## src/rtl/if_downmix.sv

```systemverilog
`timescale 1ns/1ps
module if_downmix #(
  parameter int ACC_W  = 24,
  parameter int CORR_W = 20,
  parameter longint FS_HZ = 8192000,
  parameter longint LO_HZ = 460000
) (
  input  logic              clk,
  input  logic              rst_n,
  input  logic              smp_en,
  input  logic              smp_bit,
  input  logic [CORR_W-1:0] freq_corr,
  output logic [7:0]        bb_i,
  output logic [7:0]        bb_q,
  output logic              bb_valid
);
  // Table geometry is fixed by the quarter-wave contents below: 6-bit address, 8-bit amplitude.
  localparam int LUT_AW = 6;
  localparam longint NOM_WIDE = ((LO_HZ << ACC_W) + FS_HZ / 2) / FS_HZ;
  localparam logic [ACC_W-1:0] NOM_INC = NOM_WIDE[ACC_W-1:0];

  logic [ACC_W-1:0]  phase;
  logic [CORR_W-1:0] corr_hold;
  logic [1:0]        rot;

  function automatic logic [6:0] qsin(input logic [4:0] k);
    case (k)
      5'd0:  qsin = 7'd0;   5'd1:  qsin = 7'd12;  5'd2:  qsin = 7'd25;
      5'd3:  qsin = 7'd37;  5'd4:  qsin = 7'd49;  5'd5:  qsin = 7'd60;
      5'd6:  qsin = 7'd71;  5'd7:  qsin = 7'd81;  5'd8:  qsin = 7'd90;
      5'd9:  qsin = 7'd98;  5'd10: qsin = 7'd106; 5'd11: qsin = 7'd112;
      5'd12: qsin = 7'd117; 5'd13: qsin = 7'd122; 5'd14: qsin = 7'd125;
      5'd15: qsin = 7'd126; default: qsin = 7'd127;
    endcase
  endfunction

  function automatic logic [7:0] wave(input logic [LUT_AW-1:0] p);
    logic [4:0] idx;
    logic [7:0] mag;
    idx  = p[4] ? (5'd16 - {1'b0, p[3:0]}) : {1'b0, p[3:0]};
    mag  = {1'b0, qsin(idx)};
    wave = p[5] ? (8'd0 - mag) : mag;
  endfunction

  wire [LUT_AW-1:0] addr = phase[ACC_W-1 -: LUT_AW];
  wire [7:0] sin_v = wave(addr);
  wire [7:0] cos_v = wave(addr + LUT_AW'(16));
  wire [7:0] mix_i = smp_bit ? cos_v : 8'd0 - cos_v;
  wire [7:0] mix_q = smp_bit ? 8'd0 - sin_v : sin_v;
  wire [ACC_W-1:0] corr_ext = {{(ACC_W-CORR_W){corr_hold[CORR_W-1]}}, corr_hold};

  logic [7:0] rot_i, rot_q;
  always_comb begin
    case (rot)
      2'd0:    begin rot_i = mix_i;          rot_q = mix_q;          end
      2'd1:    begin rot_i = mix_q;          rot_q = 8'd0 - mix_i;   end
      2'd2:    begin rot_i = 8'd0 - mix_i;   rot_q = 8'd0 - mix_q;   end
      default: begin rot_i = 8'd0 - mix_q;   rot_q = mix_i;          end
    endcase
  end

  always_ff @(posedge clk) begin
    if (!rst_n) begin
      phase     <= '0;
      corr_hold <= '0;
      rot       <= '0;
      bb_i      <= '0;
      bb_q      <= '0;
      bb_valid  <= 1'b0;
    end else begin
      bb_valid <= smp_en;
      if (smp_en) begin
        phase     <= phase + NOM_INC + corr_ext;
        corr_hold <= freq_corr;
        rot       <= rot + 2'd1;
        bb_i      <= rot_i;
        bb_q      <= rot_q;
      end
    end
  end
endmodule


```

## config.mk

```make
export PLATFORM = sky130hd
export DESIGN_NAME = if_downmix
export DESIGN_NICKNAME = d
export VERILOG_FILES = /design/src/rtl/if_downmix.sv
export SDC_FILE = /design/constraint.sdc
export NUM_CORES = 1
export LEC_CHECK = 0
export ABC_CLOCK_PERIOD_IN_PS = 12200
export BUFFER_PORTS_ARGS = -buffer_cell sky130_fd_sc_hd__buf_4
export CAP_MARGIN = 40
export CELL_PAD_IN_SITES_DETAIL_PLACEMENT = 1
export CELL_PAD_IN_SITES_GLOBAL_PLACEMENT = 2
export CORE_UTILIZATION = 42
export CTS_BUF_LIST = sky130_fd_sc_hd__clkbuf_2 sky130_fd_sc_hd__clkbuf_4 sky130_fd_sc_hd__clkbuf_8
export CTS_CLUSTER_DIAMETER = 50
export CTS_CLUSTER_SIZE = 25
export DETAILED_ROUTE_END_ITERATION = 8
export GPL_TIMING_DRIVEN = 0
export PLACE_DENSITY_LB_ADDON = 0.2
export SLEW_MARGIN = 20
export SYNTH_ARGS = -nofsm -noshare
export SYNTH_HDL_FRONTEND = slang
export SYNTH_SLANG_ARGS = --single-unit
```

## constraint.sdc

```tcl
create_clock -name clk -period 12.2 [get_ports clk]
set_input_delay 1.22 -clock clk [delete_from_list [all_inputs] [get_ports clk]]
set_output_delay 1.22 -clock clk [all_outputs]
set_load 0.05 [all_outputs]
```

After elaboration in Yosys (flattened, before gate mapping)

Memory sizes are Yosys's and may differ from the RTL's.
Cells that the tools add are included.

Memory bits (read-only): 224
Register bits: 63
Word-level logic and storage cells: 33
Input bits: 24
Output and inout port bits: 17
Memories: 2

Memory list:

| memory          | depth | width | read ports | clocked after Yosys merged registers in | write ports | RTL line | source |
|---|---|---|---|---|---|---|---|
| (no name shown) | 16    | 7     | 1          | 0                                       | 0           | 27       | `case (k)` |
| (no name shown) | 16    | 7     | 1          | 0                                       | 0           | 27       |  |

Multiplexer cells: 10
Equal/unequal tests: 2
Add/subtract/negate cells: 12
Reductions and logical operators: 1

Operators with widths:

| operator                                             | number |
|---|---|
| case mux 8 bit (3 select lines)                      | 2 |
| two-way mux 8 bit                                    | 4 |
| subtractor 1 x 8 -> 8 bit (first input constant)     | 4 |
| adder 24 x 20 -> 24 bit (second input constant)      | 1 |
| adder 24 bit                                         | 1 |
| subtractor 1 x 7 -> 8 bit (first input constant)     | 2 |
| two-way mux 7 bit                                    | 2 |
| two-way mux 5 bit                                    | 2 |
| subtractor 5 x 4 -> 5 bit (first input constant)     | 2 |
| adder 6 x 5 -> 6 bit (second input constant)         | 1 |
| adder 2 x 1 -> 2 bit (second input constant)         | 1 |
| equality test 2 x 1 -> 1 bit (second input constant) | 1 |
| equality test 2 bit (second input constant)          | 1 |
| logical NOT 2 bit                                    | 1 |

Depth between registers and ports, before layout

An unclocked memory read counts as a cell.

Depth after elaboration: 11
Depth in mapped cells: 27
Gate-level depth less buffers: 26

Worst setup path before layout

Ideal clock, no wire load.

Path type: register to register
From: register phase[18]
To: register bb_i[7]
Buffers on the path: 2
Data required time: 12.131 ns
Stages on the path, launching flop included: 21
Library setup time: 0.069 ns
Setup slack: 7.506 ns
Clock period less this slack: 4.694 ns
Arrival time: 4.626 ns
Cell sequence: dfxtp_1 -> inv_1 -> ha_1 -> nand2b_1 -> xnor2_1 -> clkbuf_1 -> a21oi_1 -> o21ai_1 -> inv_1 -> ha_1 -> nand2b_1 -> nand2_1 -> ha_1 -> and2_1 -> a31o_2 -> nor3_1 -> or3b_1 -> buf_2 -> o311a_1 -> a211o_1 -> o21ai_1

Word-level cells in the longest chain between the ends: 11
Elaborated cells on any way between the ends: 20
Classes of those cells: add/sub (9); mux (9); memory (2)

Ends and longest elaborated chain:

| item                                | RTL line | source |
|---|---|---|
| from (decl)                         | 22       | `logic [ACC_W-1:0] phase;` |
| from (signal assigned)              | 73       | `phase <= phase + NOM_INC + corr_ext;` |
| adder 6 x 5 -> 6 bit                | 47       | `wire [7:0] cos_v = wave(addr + LUT_AW'(16));` |
| subtractor 5 x 4 -> 5 bit           | 40       | `idx = p[4] ? (5'd16 - {1'b0, p[3:0]}) : {1'b0, p[3:0]};` |
| two-way mux 5 bit                   | 40       |  |
| memory read (16 x 7 bit)            | --       |  |
| two-way mux 7 bit                   | 27       |  |
| subtractor 1 x 7 -> 8 bit           | 42       | `wave = p[5] ? (8'd0 - mag) : mag;` |
| two-way mux 8 bit                   | 42       |  |
| subtractor 1 x 8 -> 8 bit           | 48       | `wire [7:0] mix_i = smp_bit ? cos_v : 8'd0 - cos_v;` |
| two-way mux 8 bit                   | 48       |  |
| subtractor 1 x 8 -> 8 bit           | 57       | `2'd2: begin rot_i = 8'd0 - mix_i; rot_q = 8'd0 - mix_q; end` |
| case mux 8 bit (3 select lines) (*) | 54       | `case (rot)` |
| to (signal assigned)                | 76       | `bb_i <= rot_i;` |
| to (decl)                           | 13       | `output logic [7:0] bb_i,` |

Every way passes the cells marked *; elsewhere a longest branch is shown, timed or not.
A chain may end at the register's enable or synchronous reset.

Worst setup path after layout

Same ends and word-level chain as after synthesis.

==> impl_metrics.tcl <==
set metrics [dict create \
    status "completed" \
    antenna_cells 0 \
    nets 847 \
    ys_ff_latch 63 \
    stdcell_area_um2 6720 \
    critPathMaxFanout 11 \
    reg2reg_to "bb_i[7]" \
    synth.distinct_cells 82 \
    ant_nets 0 \
    maxCapViolations 0 \
    clk_pin_slew_ps 90 \
    cts_resized 0 \
    dpl_cell_area_um2 6494 \
    grt_pass1_vias 5848 \
    netlist_area_um2 5964 \
    ys_seq_area_share_pct 21.15 \
    p_switching_mw 0.9778 \
    synth_commonest_cells "dfxtp_1 (63), ha_1 (63), nor2b_1 (47)" \
    setup-tns-final_ps 0 \
    fin_skew_ps 17.48 \
    grt_max_degree 12 \
    synth_top_area_share_pct 21.15 \
    powerDensity_nw_per_um2 277.8 \
    cp.arrival_ps 6110 \
    cp.buffers_inverters 4 \
    slew_viol_final 0 \
    dp_hpwl_mm 13.73 \
    post-route-min-period_ps 5800 \
    cts-buffers-inserted 9 \
    grt_overflow 0 \
    drt_iter0_drc 282 \
    clock_sinks 63 \
    path_class "reg2reg" \
    die_w_um 121.2 \
    syn_avg_cell_area_um2 8.413 \
    synth_fa_ha_area_share_pct 13.55 \
    cpPeakStageDelay_ps 600 \
    pin_count 41 \
    area_growth_syn_to_layout_pct 12.67 \
    fp.dieArea_um2 14680 \
    power_frac_comb_pct 74.0 \
    cts_root_buffer "clkbuf_8" \
    cp_slowest_cell "dfxtp_1" \
    finalCritPeriodShare_pct 47.54 \
    start_util_pct 42.97 \
    peakVddDrop_mv 0.09219 \
    critPathTopFamily "compound AO/OA/AOI/OAI gates" \
    gp_congestion 0.8710 \
    leakage_nw 3.008 \
    synth_top_family_by_area "compound AO/OA/AOI/OAI gates" \
    synthXorXnorAreaFrac_pct 8.685 \
    synth_flop_cell "dfxtp_1" \
    wl_mm 17.70 \
    p_int_mw 0.8891 \
    fp.coreArea_um2 13880 \
    r2r_cells 19 \
    syn_inst 709 \
    synth.largest_area_cell "dfxtp_1" \
    start_kind "flip-flop" \
    firstDrtPassIters 6 \
    synth.area.top_cells "dfxtp_1 (21%), ha_1 (13%), mux2i_1 (7.4%), xnor2_1 (5.3%), nor2b_1 (4.9%)" \
    power.share.sequential_pct 14.4 \
    cts_hold_buf 0 \
    cp_cell_sequence "inv_1 > ha_1 > nand2b_1 > xnor2_1 > clkbuf_1 > a21oi_1 > o21ai_1 > inv_1 > ha_1 > o311ai_1 > a2111oi_2 > nor2_1 > xor2_1 > xor2_2 > or3b_1 > buf_2 > o311a_1 > a211o_1 > o21ai_1" \
    async_flop_share_pct 0 \
    fmaxAchievable_ghz 0.1724 \
    clockPowerShare_pct 11.6 \
    layout-drive-gt1-share_pct 11.65 \
    critPathCaptureType "flip-flop" \
    cts_tree "built" \
    relSlewSlack_pct 46.25 \
    rsz0062_at_grt "false" \
    gr-usage-all-layers_pct 25.43 \
    min_from "bb_i[7]" \
    hold_viol 0 \
    wl_per_cell_um 18.75 \
    hold_depth 2 \
    synth_warnings 0 \
    htreeDepth 3 \
    synth.area.mux_share_pct 7.384 \
    swShare_pct 52.38 \
    chipHeight_um 121.2 \
    drc 0 \
    synth_nets 797 \
    synthSimpleGateAreaFrac_pct 18.92 \
    synth-edff-count 0 \
    post_cts_buffers 0 \
    clock_latency_ps 370 \
    port_buffers 37 \
    cts_buffer_depth 2 \
    grt_pass1_wl_mm 29.33 \
    finalSetupViolCount 0 \
    hold_slack_ps 474.1 \
    worst_ep_required_time_ps 12510 \
    antenna_found_initial 0 \
    min_to "bb_i[7]" \
    viasPerCell 5.895 \
    reg2reg_slack_ps 6400 \
    vias 5565 \
    synth_compound_area_share_pct 25.03 \
    tightest_slew_ps 800.5 \
    r2r_start "phase[18]" \
    rows 43 \
    hold_path.class "reg2reg" \
]
==> layout make-up <==
class,instances,area (um2)
Fill cell,1679,7161
Multi-Input combinational cell,568,4388
Sequential cell,63,1261
Timing Repair Buffer,39,304.0
Tap cell,180,225.2
Buffer,37,161.4
Inverter,41,153.9
Clock buffer,11,145.1
Clock inverter,5,81.33
==> power groups by stage <==
stage          Clock (mW)  Combinational (mW)  Sequential [mW]
6_report            0.216                1.38            0.270
5_1_grt             0.231                1.52            0.274
4_1_cts             0.222                1.37            0.270
3_5_place_dp            0                1.36            0.274
3_3_place_gp            0                1.32            0.271
2_1_floorplan           0               0.986            0.335
==> worst reg2reg max path: stages, from the launching register on <==
cell and delay (ps):
dfxtp_1 600, inv_1 330, ha_1 410, nand2b_1 260, xnor2_1 190, clkbuf_1 230
a21oi_1 350, o21ai_1 210, inv_1 270, ha_1 290, o311ai_1 240, a2111oi_2 520
nor2_1 110, xor2_1 320, xor2_2 190, or3b_1 390, buf_2 170, o311a_1 290
a211o_1 270, o21ai_1 120
==> sequential cells by signal (all words and copies together), names as in the netlist <==
register	count
bb_valid	1
bb_i	8
phase	24
bb_q	8
rot	2
corr_hold	20
==> worst max-delay path by stage <==
stage	start	to	slack, ps	depth (start not counted)
6_report	phase[18]	bb_i[7]	6400	19
5_1_grt	phase[18]	bb_i[7]	5900	21
4_1_cts	phase[18]	bb_i[7]	6410	19
3_5_place_dp	phase[18]	bb_i[7]	6440	19
3_3_place_gp	phase[18]	bb_i[7]	6610	19
2_1_floorplan	phase[18]	bb_i[7]	7510	20
==> per-stage QoR <==
step	power (mW)	std cells	worst slack, ps	utilization [%]
2_1_floorplan	1.321	709	7506	-
3_3_place_gp	1.591	926	6613	46.59
3_5_place_dp	1.636	928	6436	46.78
4_1_cts	1.865	944	6406	48.41
5_1_grt	2.023	944	5901	48.41
6_report	1.867	944	6400	48.41
==> routing by layer <==
layer / track usage [%] / up-vias / part of all wire, %
li1: - / 2696 / -
met5: 0 / - / 0
met4: 7.948 / 0 / 1.7
met3: 3.806 / 23 / 3.5
met2: 44.57 / 89 / 49
met1: 31.77 / 2757 / 46
==> cell usage in the layout, fill, tap and decap left out, types with 6 or more instances in the layout <==
cell	instances
nor2_1	33
clkbuf_1	26
nor4_1	6
buf_4	37
and3_1	11
mux2i_1	44
o211ai_1	7
o21ai_0	34
clkbuf_8	10
xnor2_1	36
a21o_1	10
o21bai_1	6
o21a_1	8
nor2b_1	47
buf_2	6
nand2_1	36
o31ai_1	6
nand2b_1	10
ha_1	63
a21oi_1	36
nand3_1	13
a221oi_1	12
o221ai_1	7
xor2_1	15
dfxtp_1	63
and2_1	9
inv_1	40
a211oi_1	10
==> kinds of logic (layout without fill, tap and decap cells) <==
logic type,Yosys count,count (layout)
and+or+nand+nor,203,203
muxes,44,44
adders and majority gates,64,64
AOI/OAI and AO/OA,202,202
buffers and inverters,78,133
xor gates and xnor gates,55,55
DFF,63,63
Note: power is estimated with default switching activity, not from simulation.
